### config.mk
export PLATFORM = sky130hd
export DESIGN_NAME = rx_irq_ctrl
export DESIGN_NICKNAME = d
export VERILOG_FILES = /design/src/rtl/rx_irq_pkg.sv /design/src/rtl/rx_irq_cond.sv /design/src/rtl/rx_irq_edge.sv /design/src/rtl/rx_irq_status.sv /design/src/rtl/rx_irq_pin.sv /design/src/rtl/rx_irq_ctrl.sv
export SDC_FILE = /design/constraint.sdc
export NUM_CORES = 1
export LEC_CHECK = 0
export BUFFER_PORTS_ARGS = -buffer_cell sky130_fd_sc_hd__buf_2
export CAP_MARGIN = 15
export CELL_PAD_IN_SITES_DETAIL_PLACEMENT = 1
export CELL_PAD_IN_SITES_GLOBAL_PLACEMENT = 2
export CORE_MARGIN = 10
export CORE_UTILIZATION = 20
export DETAILED_ROUTE_END_ITERATION = 8
export GPL_ROUTABILITY_DRIVEN = 0
export PLACE_DENSITY_LB_ADDON = 0.25
export SLEW_MARGIN = 10
export SYNTH_ARGS = -nofsm -noshare
export SYNTH_HDL_FRONTEND = slang
export SYNTH_SLANG_ARGS = --single-unit
### constraint.sdc
create_clock -name clk -period 1.8 [get_ports clk]
set_input_delay 0.18 -clock clk [delete_from_list [all_inputs] [get_ports clk]]
set_output_delay 0.18 -clock clk [all_outputs]
set_load 0.03 [all_outputs]
### src/rtl/rx_irq_pkg.sv
package rx_irq_pkg;

    localparam int NUM_SRC = 7;
    localparam int DATA_W  = 8;
    localparam int NUM_LVL = 5;

    typedef enum int {
        SRC_LOCK_UP = 0,
        SRC_LOCK_DN = 1,
        SRC_UNCORR  = 2,
        SRC_BER     = 3,
        SRC_ABOVE   = 4,
        SRC_BELOW   = 5,
        SRC_GAIN    = 6
    } src_idx_e;

    typedef enum int {
        LVL_LOCK    = 0,
        LVL_UNLOCK  = 1,
        LVL_ABOVE   = 2,
        LVL_BELOW   = 3,
        LVL_GAIN    = 4
    } lvl_idx_e;

    typedef logic [NUM_SRC-1:0] src_vec_t;

    typedef struct packed {
        logic above;
        logic below;
        logic at_lim;
    } cond_t;

    function automatic src_vec_t next_status(input src_vec_t cur, input src_vec_t evt,
                                             input src_vec_t sel, input logic rd);
        src_vec_t kept;
        kept = rd ? '0 : cur;
        return kept | (evt & sel);
    endfunction

endpackage

### src/rtl/rx_irq_cond.sv
module rx_irq_cond
    import rx_irq_pkg::*;
#(
    parameter int W = DATA_W
) (
    input  logic [W-1:0] meas_hi,
    input  logic [W-1:0] thr_hi,
    input  logic [W-1:0] meas_lo,
    input  logic [W-1:0] thr_lo,
    input  logic [W-1:0] gain,
    output cond_t        cond
);
    localparam logic [W-1:0] GAIN_MIN = '0;
    localparam logic [W-1:0] GAIN_MAX = '1;

    always_comb begin
        cond.above  = meas_hi > thr_hi;
        cond.below  = meas_lo < thr_lo;
        cond.at_lim = (gain == GAIN_MIN) || (gain == GAIN_MAX);
    end
endmodule

### src/rtl/rx_irq_edge.sv
module rx_irq_edge #(
    parameter int N = 5
) (
    input  logic         clk,
    input  logic         rst,
    input  logic [N-1:0] lvl,
    output logic [N-1:0] rise
);
    logic [N-1:0] lvl_q;
    logic         armed_q;

    always_ff @(posedge clk) begin
        if (rst) begin
            lvl_q   <= '0;
            armed_q <= 1'b0;
        end else begin
            lvl_q   <= lvl;
            armed_q <= 1'b1;
        end
    end

    // Edges count only once a true previous value has been captured.
    for (genvar i = 0; i < N; i++) begin : g_edge
        assign rise[i] = armed_q & lvl[i] & ~lvl_q[i];
    end
endmodule

### src/rtl/rx_irq_status.sv
module rx_irq_status
    import rx_irq_pkg::*;
(
    input  logic     clk,
    input  logic     rst,
    input  src_vec_t evt,
    input  src_vec_t sel,
    input  logic     rd,
    output src_vec_t stat
);
    src_vec_t stat_q;

    always_ff @(posedge clk) begin
        if (rst) stat_q <= '0;
        else     stat_q <= next_status(stat_q, evt, sel, rd);
    end

    assign stat = stat_q;
endmodule

### src/rtl/rx_irq_pin.sv
module rx_irq_pin
    import rx_irq_pkg::*;
(
    input  logic     en,
    input  src_vec_t sel,
    input  src_vec_t stat,
    output logic     pin
);
    always_comb begin
        if (en) pin = |stat;
        else    pin = sel[NUM_SRC-1];
    end
endmodule

### src/rtl/rx_irq_ctrl.sv
module rx_irq_ctrl
    import rx_irq_pkg::*;
#(
    parameter int W = DATA_W
) (
    input  logic               clk,
    input  logic               rst,
    input  logic               sync_lock,
    input  logic               pkt_uncorr,
    input  logic               ber_refresh,
    input  logic [W-1:0]       meas_hi,
    input  logic [W-1:0]       thr_hi,
    input  logic [W-1:0]       meas_lo,
    input  logic [W-1:0]       thr_lo,
    input  logic [W-1:0]       gain,
    input  logic [NUM_SRC-1:0] src_sel,
    input  logic               irq_en,
    input  logic               stat_rd,
    output logic               irq_o,
    output logic [NUM_SRC-1:0] stat_o
);
    cond_t              cond;
    logic [NUM_LVL-1:0] lvl;
    logic [NUM_LVL-1:0] lvl_rise;
    src_vec_t           evt;
    src_vec_t           stat;

    rx_irq_cond #(.W(W)) u_cond (
        .meas_hi (meas_hi),
        .thr_hi  (thr_hi),
        .meas_lo (meas_lo),
        .thr_lo  (thr_lo),
        .gain    (gain),
        .cond    (cond)
    );

    always_comb begin
        lvl              = '0;
        lvl[LVL_LOCK]    = sync_lock;
        lvl[LVL_UNLOCK]  = ~sync_lock;
        lvl[LVL_ABOVE]   = cond.above;
        lvl[LVL_BELOW]   = cond.below;
        lvl[LVL_GAIN]    = cond.at_lim;
    end

    rx_irq_edge #(.N(NUM_LVL)) u_edge (
        .clk  (clk),
        .rst  (rst),
        .lvl  (lvl),
        .rise (lvl_rise)
    );

    always_comb begin
        evt              = '0;
        evt[SRC_LOCK_UP] = lvl_rise[LVL_LOCK];
        evt[SRC_LOCK_DN] = lvl_rise[LVL_UNLOCK];
        evt[SRC_UNCORR]  = pkt_uncorr;
        evt[SRC_BER]     = ber_refresh;
        evt[SRC_ABOVE]   = lvl_rise[LVL_ABOVE];
        evt[SRC_BELOW]   = lvl_rise[LVL_BELOW];
        evt[SRC_GAIN]    = lvl_rise[LVL_GAIN];
    end

    rx_irq_status u_status (
        .clk  (clk),
        .rst  (rst),
        .evt  (evt),
        .sel  (src_sel),
        .rd   (stat_rd),
        .stat (stat)
    );

    rx_irq_pin u_pin (
        .en   (irq_en),
        .sel  (src_sel),
        .stat (stat),
        .pin  (irq_o)
    );

    assign stat_o = stat;
endmodule

==> PnR_summary.wiki, run 1 <==
{| class="wikitable"
! Metric !! Value
|-
| Synthesis warning total || 0
|-
| Floorplan core area || between 0.004 and 0.005 mm2
|-
| Starting DRT DRC Count || 11
|-
| Initial Util || between 20% and 30%
|-
| Total length of routed wires || a little over 3000 um
|-
| Pre-CTS setup slack || 0.222 ns
|-
| TritonCTS Buffers || 3
|-
| Number of unique standard cell types used by synthesis || 30
|-
| Number of synthesized register bits || 13
|-
| Max Fclk || between 700 and 800 MHz
|-
| Via count || ~960
|-
| Worst min-delay path category || in -> reg
|-
| Grt total ovfl || 0
|-
| Layout-stage area growth over the synthesis result || 48.4%
|-
| Most common cell after layout, fill and taps aside || buf_2
|-
| Outcome || finished clean
|-
| Arrival time of the worst setup path || approximately 1.2 ns
|-
| Clk buf depth || 2
|-
| Clock-pin transition on the worst setup and hold timing paths || roughly 0.050 ns
|-
| Count of cells resized by post-cts repair || 0
|-
| Static leakage power || 0.701 nW
|-
| Tightest Pin Transition || roughly 0.39 ns
|-
| Cell area after layout || between 0.001 and 0.0015 mm2
|-
| Fillers || 523
|-
| Final HPWL from detailed placement || around 2800 um
|-
| Cells after synthesis || a little over 100
|-
| Number of antenna violations at the first check in global routing || 0
|-
| Startpoint class of the critical path || register
|-
| Clock sink count || 13
|-
| Clk_lat worst skew || ~0.24 ns
|-
| Number of global-route vias before repair || between 1,000 and 1,500
|-
| Routed Antenna Nets || 0
|-
| Non-filler instance count after layout || around 220
|-
| Clk_skew || ~0.0004 ns
|-
| Min Tclk post-route || between 1 and 1.5 ns
|-
| DR DRC count || 0
|-
| Average wire per cell in the routed design || 14.1 um
|-
| Largest net degree at the start of global routing || 10
|-
| Synthesized area || approximately 860 um2
|-
| Maximum level of the CTS H-tree || 1
|-
| Leading cell types in the layout, fill and taps excluded || 61 x buf_2, 17 x inv_1, 15 x ha_1, 13 x dfxtp_1
|-
| Headroom to the max-slew limit || 73.5%
|-
| Post-CTS setup buffers || 0
|-
| Total negative setup slack || 0 ns
|-
| # port buffers || 61
|-
| Endpoint kind of the worst setup timing path || primary output
|-
| Seq/Total Area, Yosys || 30.3%
|-
| Horiz. Die Dim || 85.5 um
|-
| Unrepaired setup endpoints after global routing || false
|-
| # setup viols final || 0
|-
| Detailed-route vias per instance || approximately 4.4
|-
| Pins Over Slew Limit || 0
|-
| Post-layout nets || between 200 and 250
|-
| Period Utilization, post-route || 76.1%
|-
| Cell at the root of the clock tree || clkbuf_8
|-
| Required time worst endpoint || ~1.6 ns
|-
| Maximum fanout count along the critical path || 3
|-
| Cell Pwr Density || slightly below 600 mW/mm2
|-
| Global-route wire length before repair || ~5000 um
|-
| Standard-cell rows || 23
|-
| Floorplan die height || between 80 and 90 um
|-
| Max Cap Violations || 0
|-
| Boundary pin count || 62
|-
| Maximum vdd drop || between 0.2 and 0.25 mV
|-
| Antenna fix cells || 0
|-
| Number of hold-slack violations in the final timing report || 0
|-
| Count of placed standard cells including taps || between 200 and 250
|-
| Avg Cell Area, Syn || ~8.5 um2
|-
| Count of hold buffers inserted by post-cts repair || 0
|-
| Classification of the worst setup path || reg -> out
|-
| Overall power consumption || approximately 0.00076 W
|-
| Overall routing resource usage || 8.15%
|-
| Placed inst area || 0.00123 mm2
|-
| Setup WS post-layout || ~0.43 ns
|-
| Die area || ~0.0073 mm2
|-
| Detailed Routing Iterations Pass 1 || 3
|-
| Fraction of layout cells with a size suffix above 1 || roughly two fifths
|-
| TritonCTS clock tree || done
|-
| Synth Net Count || 170
|}
-- layer usage --
metal | share of wire, % | global-route usage [%]
met1 | 35 | 6.96
met4 | 1.0 | 3.14
met5 | 0 | 0
met3 | 7.9 | 3.12
met2 | 56 | 16.3
-- cells in the mapped netlist, drive strengths merged --
master | number | area [um2]
o2111a | 1 | 11.3
o21ai | 2 | 10.0
buf | 1 | 5.00
ha | 15 | 188
and4 | 1 | 8.76
nor4 | 3 | 18.8
a22o | 3 | 26.3
nand2 | 8 | 30.0
nor3 | 2 | 10.0
a22oi | 2 | 15.0
a21bo | 1 | 10.0
and2 | 1 | 6.26
inv | 17 | 63.8
a31o | 1 | 8.76
nand2b | 1 | 6.26
nand4 | 3 | 18.8
o211ai | 2 | 15.0
or2 | 1 | 6.26
nor2b | 3 | 18.8
a41oi | 1 | 8.76
nor3b | 1 | 7.51
dfxtp | 13 | 260
a211oi | 1 | 12.5
a31oi | 1 | 6.26
nor2 | 8 | 30.0
a2111oi | 2 | 23.8
a21oi | 5 | 25.0
o31ai | 1 | 7.51
-- through the flow --
step                utilization (%)  hold WS, ns
floorplan                         -        0.252
global placement               30.1        0.382
detailed placement             30.1        0.385
CTS                            31.2        0.133
global route                   31.2        0.140
finish                         31.2        0.137
-- power by group --
part | internal (W) | switching [W]
sequential | 0.000302 | 0.00000763
clock | 0.000156 | 0.0000960
combinational | 0.0000963 | 0.0000991
-- sequential cells by signal (all words and copies together) (netlist names) --
name	count
u_edge.armed_q	1
u_edge.lvl_q	5
u_status.stat	7
-- final timing paths --
check,start,endpoint,slack (ns),cells after the start
setup / recovery,u_status.stat[1],irq_o,0.43,3
hold / removal,sync_lock,u_edge.lvl_q[1],0.14,2
setup reg to reg,u_edge.armed_q,u_status.stat[4],0.81,4
hold reg to reg,u_edge.lvl_q[0],u_status.stat[0],0.41,1
-- area by class of cell --
class | instances | area [um2] | share of cell area (%)
Inverter | 17 | 63.8 | 5.01
Multi-Input combinational cell | 70 | 529 | 41.6
Tap cell | 50 | 62.6 | 4.91
Timing Repair Buffer | 62 | 313 | 24.6
Sequential cell | 13 | 260 | 20.4
Clock buffer | 4 | 45.0 | 3.54
-- logic make-up after synthesis --
logic type,after synthesis,share of synthesized area [%]
AO/OA/AOI/OAI,23,21.0
AND/OR/NAND/NOR,32,18.8
adder cells (fa/ha/maj),15,21.9
buffers and inverters,18,8.02
flip-flops,13,30.3
-- critical path, stage by stage, from the launching register on --
cell and delay [ns]:
dfxtp_1 0.31, nor4_1 0.32, a31oi_1 0.12, buf_2 0.19
Power figures use the tool's default switching activity.
==> inputs of run 2 (changes only) <==
==> constraint.sdc (replaced) <==
create_clock -name clk -period 1.39 [get_ports clk]
set_input_delay 0.139 -clock clk [delete_from_list [all_inputs] [get_ports clk]]
set_output_delay 0.139 -clock clk [all_outputs]
set_load 0.03 [all_outputs]
==> PnR_summary.wiki, run 2 (synthesis gave the netlist of run 1 again) <==
{| class="wikitable"
! Metric !! Value
|-
| Max Cap Violations || 0
|-
| DR DRC count || 0
|-
| # setup viols final || 0
|-
| Global-route wire length before repair || slightly above 5000 um
|-
| Placed inst area || between 0.001 and 0.0015 mm2
|-
| Tightest Pin Transition || roughly 0.35 ns
|-
| Via count || slightly below 1,000
|-
| Clk_lat worst skew || 0.24 ns
|-
| Clock sink count || 13
|-
| Die area || roughly 0.0073 mm2
|-
| Post-CTS setup buffers || 0
|-
| Capturing point of the worst reg2reg path || u_status.stat[4]
|-
| Largest net degree at the start of global routing || 10
|-
| Outcome || finished clean
|-
| Routed Antenna Nets || 0
|-
| Arrival time of the worst setup path || around 1.2 ns
|-
| CP max-delay cell || dfxtp_1
|-
| TritonCTS Buffers || 3
|-
| Final HPWL from detailed placement || roughly 2800 um
|-
| Required time worst endpoint || ~1.3 ns
|-
| Average wire per cell in the routed design || 14.1 um
|-
| Fillers || 530
|-
| Final core area utilization || between 30% and 40%
|-
| Headroom to the max-slew limit || between 70% and 80%
|-
| Standard-cell rows || 23
|-
| Detailed-route vias per instance || 4.46
|-
| Max Fclk || approximately 760 MHz
|-
| Post-layout nets || 236
|-
| Cell at the root of the clock tree || clkbuf_8
|-
| Cell area after layout || 0.00127 mm2
|-
| Min Tclk post-route || between 1 and 1.5 ns
|-
| Static leakage power || between 0.7 and 0.8 nW
|-
| Boundary pin count || 62
|-
| FF/Latch Area || 260 um2
|-
| # port buffers || just over 60
|-
| Clk_skew || 0.000237 ns
|-
| Classification of the worst setup path || reg -> out
|-
| Cell Pwr Density || between 700 and 800 mW/mm2
|-
| Largest register FFs || 7
|-
| Kind of cell with the highest combined delay on the critical path || flip-flops
|-
| Fraction of layout cells with a size suffix above 1 || about 42%
|-
| Reg2reg setup slack || 0.42 ns
|-
| Number of antenna violations at the first check in global routing || 0
|-
| Startpoint class of the critical path || register
|-
| Total length of routed wires || around 3000 um
|-
| Most common cell after layout, fill and taps aside || buf_2
|-
| Antenna fix cells || 0
|-
| Area of combinational cells with multiple inputs || between 500 and 600 um2
|-
| TritonCTS clock tree || done
|-
| Period Utilization, post-route || between 90 and 100%
|-
| Start point of the worst hold path || sync_lock
|-
| Hold Path Cell Cnt || 2
|-
| R2R depth || 4
|-
| Maximum vdd drop || approximately 0.20 mV
|-
| Count of buffering cells on the critical path with inverters included || 1
|-
| Count of hold buffers inserted by post-cts repair || 0
|-
| Worst Hold Endpoint || u_edge.lvl_q[1]
|-
| Number of global-route vias before repair || 1,132
|-
| Initial Util || a little over a fifth
|-
| Floorplan die height || approximately 86 um
|-
| Clk buf depth || 2
|-
| Endpoint kind of the worst setup timing path || primary output
|-
| Detailed Routing Iterations Pass 1 || 4
|-
| Unrepaired setup endpoints after global routing || false
|-
| Pins Over Slew Limit || 0
|-
| Leading cell types in the layout, fill and taps excluded || 61 x buf_2, 17 x inv_1, 15 x ha_1, 13 x dfxtp_1
|-
| Sequence of cells on the critical path || nor4_1 -> a31oi_1 -> buf_2
|-
| Number of hold-slack violations in the final timing report || 0
|-
| Clock-pin transition on the worst setup and hold timing paths || around 0.05 ns
|-
| Count of cells resized by post-cts repair || 0
|-
| Maximum level of the CTS H-tree || 1
|-
| Grt total ovfl || 0
|-
| Floorplan core area || between 0.004 and 0.005 mm2
|-
| Highest cell delay on the worst timing path || 0.32 ns
|-
| Horiz. Die Dim || approximately 86 um
|-
| Worst reg2reg startpoint || u_edge.armed_q
|-
| Worst min-delay path category || in -> reg
|-
| Overall routing resource usage || approximately 8.2%
|-
| Layout-stage area growth over the synthesis result || 48.4%
|-
| Maximum fanout count along the critical path || 3
|-
| Starting DRT DRC Count || 9
|}
## run 2: cell counts in the layout (fill, tap and decap cells not counted)
No cell type changed its count.
## run 2: cell type report
cell class	instances	share of cell area (%)
clock buffer	4	3.54
multi-input combinational	70	41.6
timing repair buffer	62	24.6
tap	50	4.91
inverter	17	5.01
sequential	13	20.4
## run 2: power breakdown
group / internal (W) / switching (W)
Combinational: 0.000124 / 0.000129
Clock: 0.000202 / 0.000129
Sequential: 0.000391 / 0.00000975
Total: 0.000718 / 0.000267
## run 2: worst reg2reg max path, delay by kind of cell, from the launching register on
kind,cells,cell delay [ns]
compound gates,2,0.42
flops,1,0.33
simple gates,2,0.12
## run 2: metal layers
metal | up-vias | share of wire, % | global-route usage [%]
li1 | 490 | - | -
met4 | 0 | 2.6 | 4.64
met2 | 33 | 54 | 15.7
met5 | - | 0 | 0
met3 | 6 | 7.2 | 2.74
met1 | 435 | 36 | 7.38
## run 2: per-stage QoR
stage                     setup WS, ns  setup TNS (ns)  hold WS, ns  std cells  power (W)
after CTS                       0.0558               0       0.0998        216    0.00100
final                           0.0692               0        0.100        216   0.000985
after global placement         -0.0719          -0.189        0.341        212   0.000655
after detailed placement        -0.139          -0.319        0.354        212   0.000667
after global routing            0.0146               0        0.104        216    0.00105
after floorplan                 0.0563               0        0.211        101   0.000541
## run 2: worst max-delay path by stage
stage	from	cells past startpoint	slack (ns)	endpoint
after floorplan	u_status.stat[1]	2	0.06	irq_o
after global placement	meas_lo[3]	6	-0.07	u_status.stat[5]
after detailed placement	meas_lo[3]	6	-0.14	u_status.stat[5]
after CTS	u_status.stat[1]	3	0.06	irq_o
after global routing	u_status.stat[4]	3	0.01	irq_o
final	u_status.stat[1]	3	0.07	irq_o
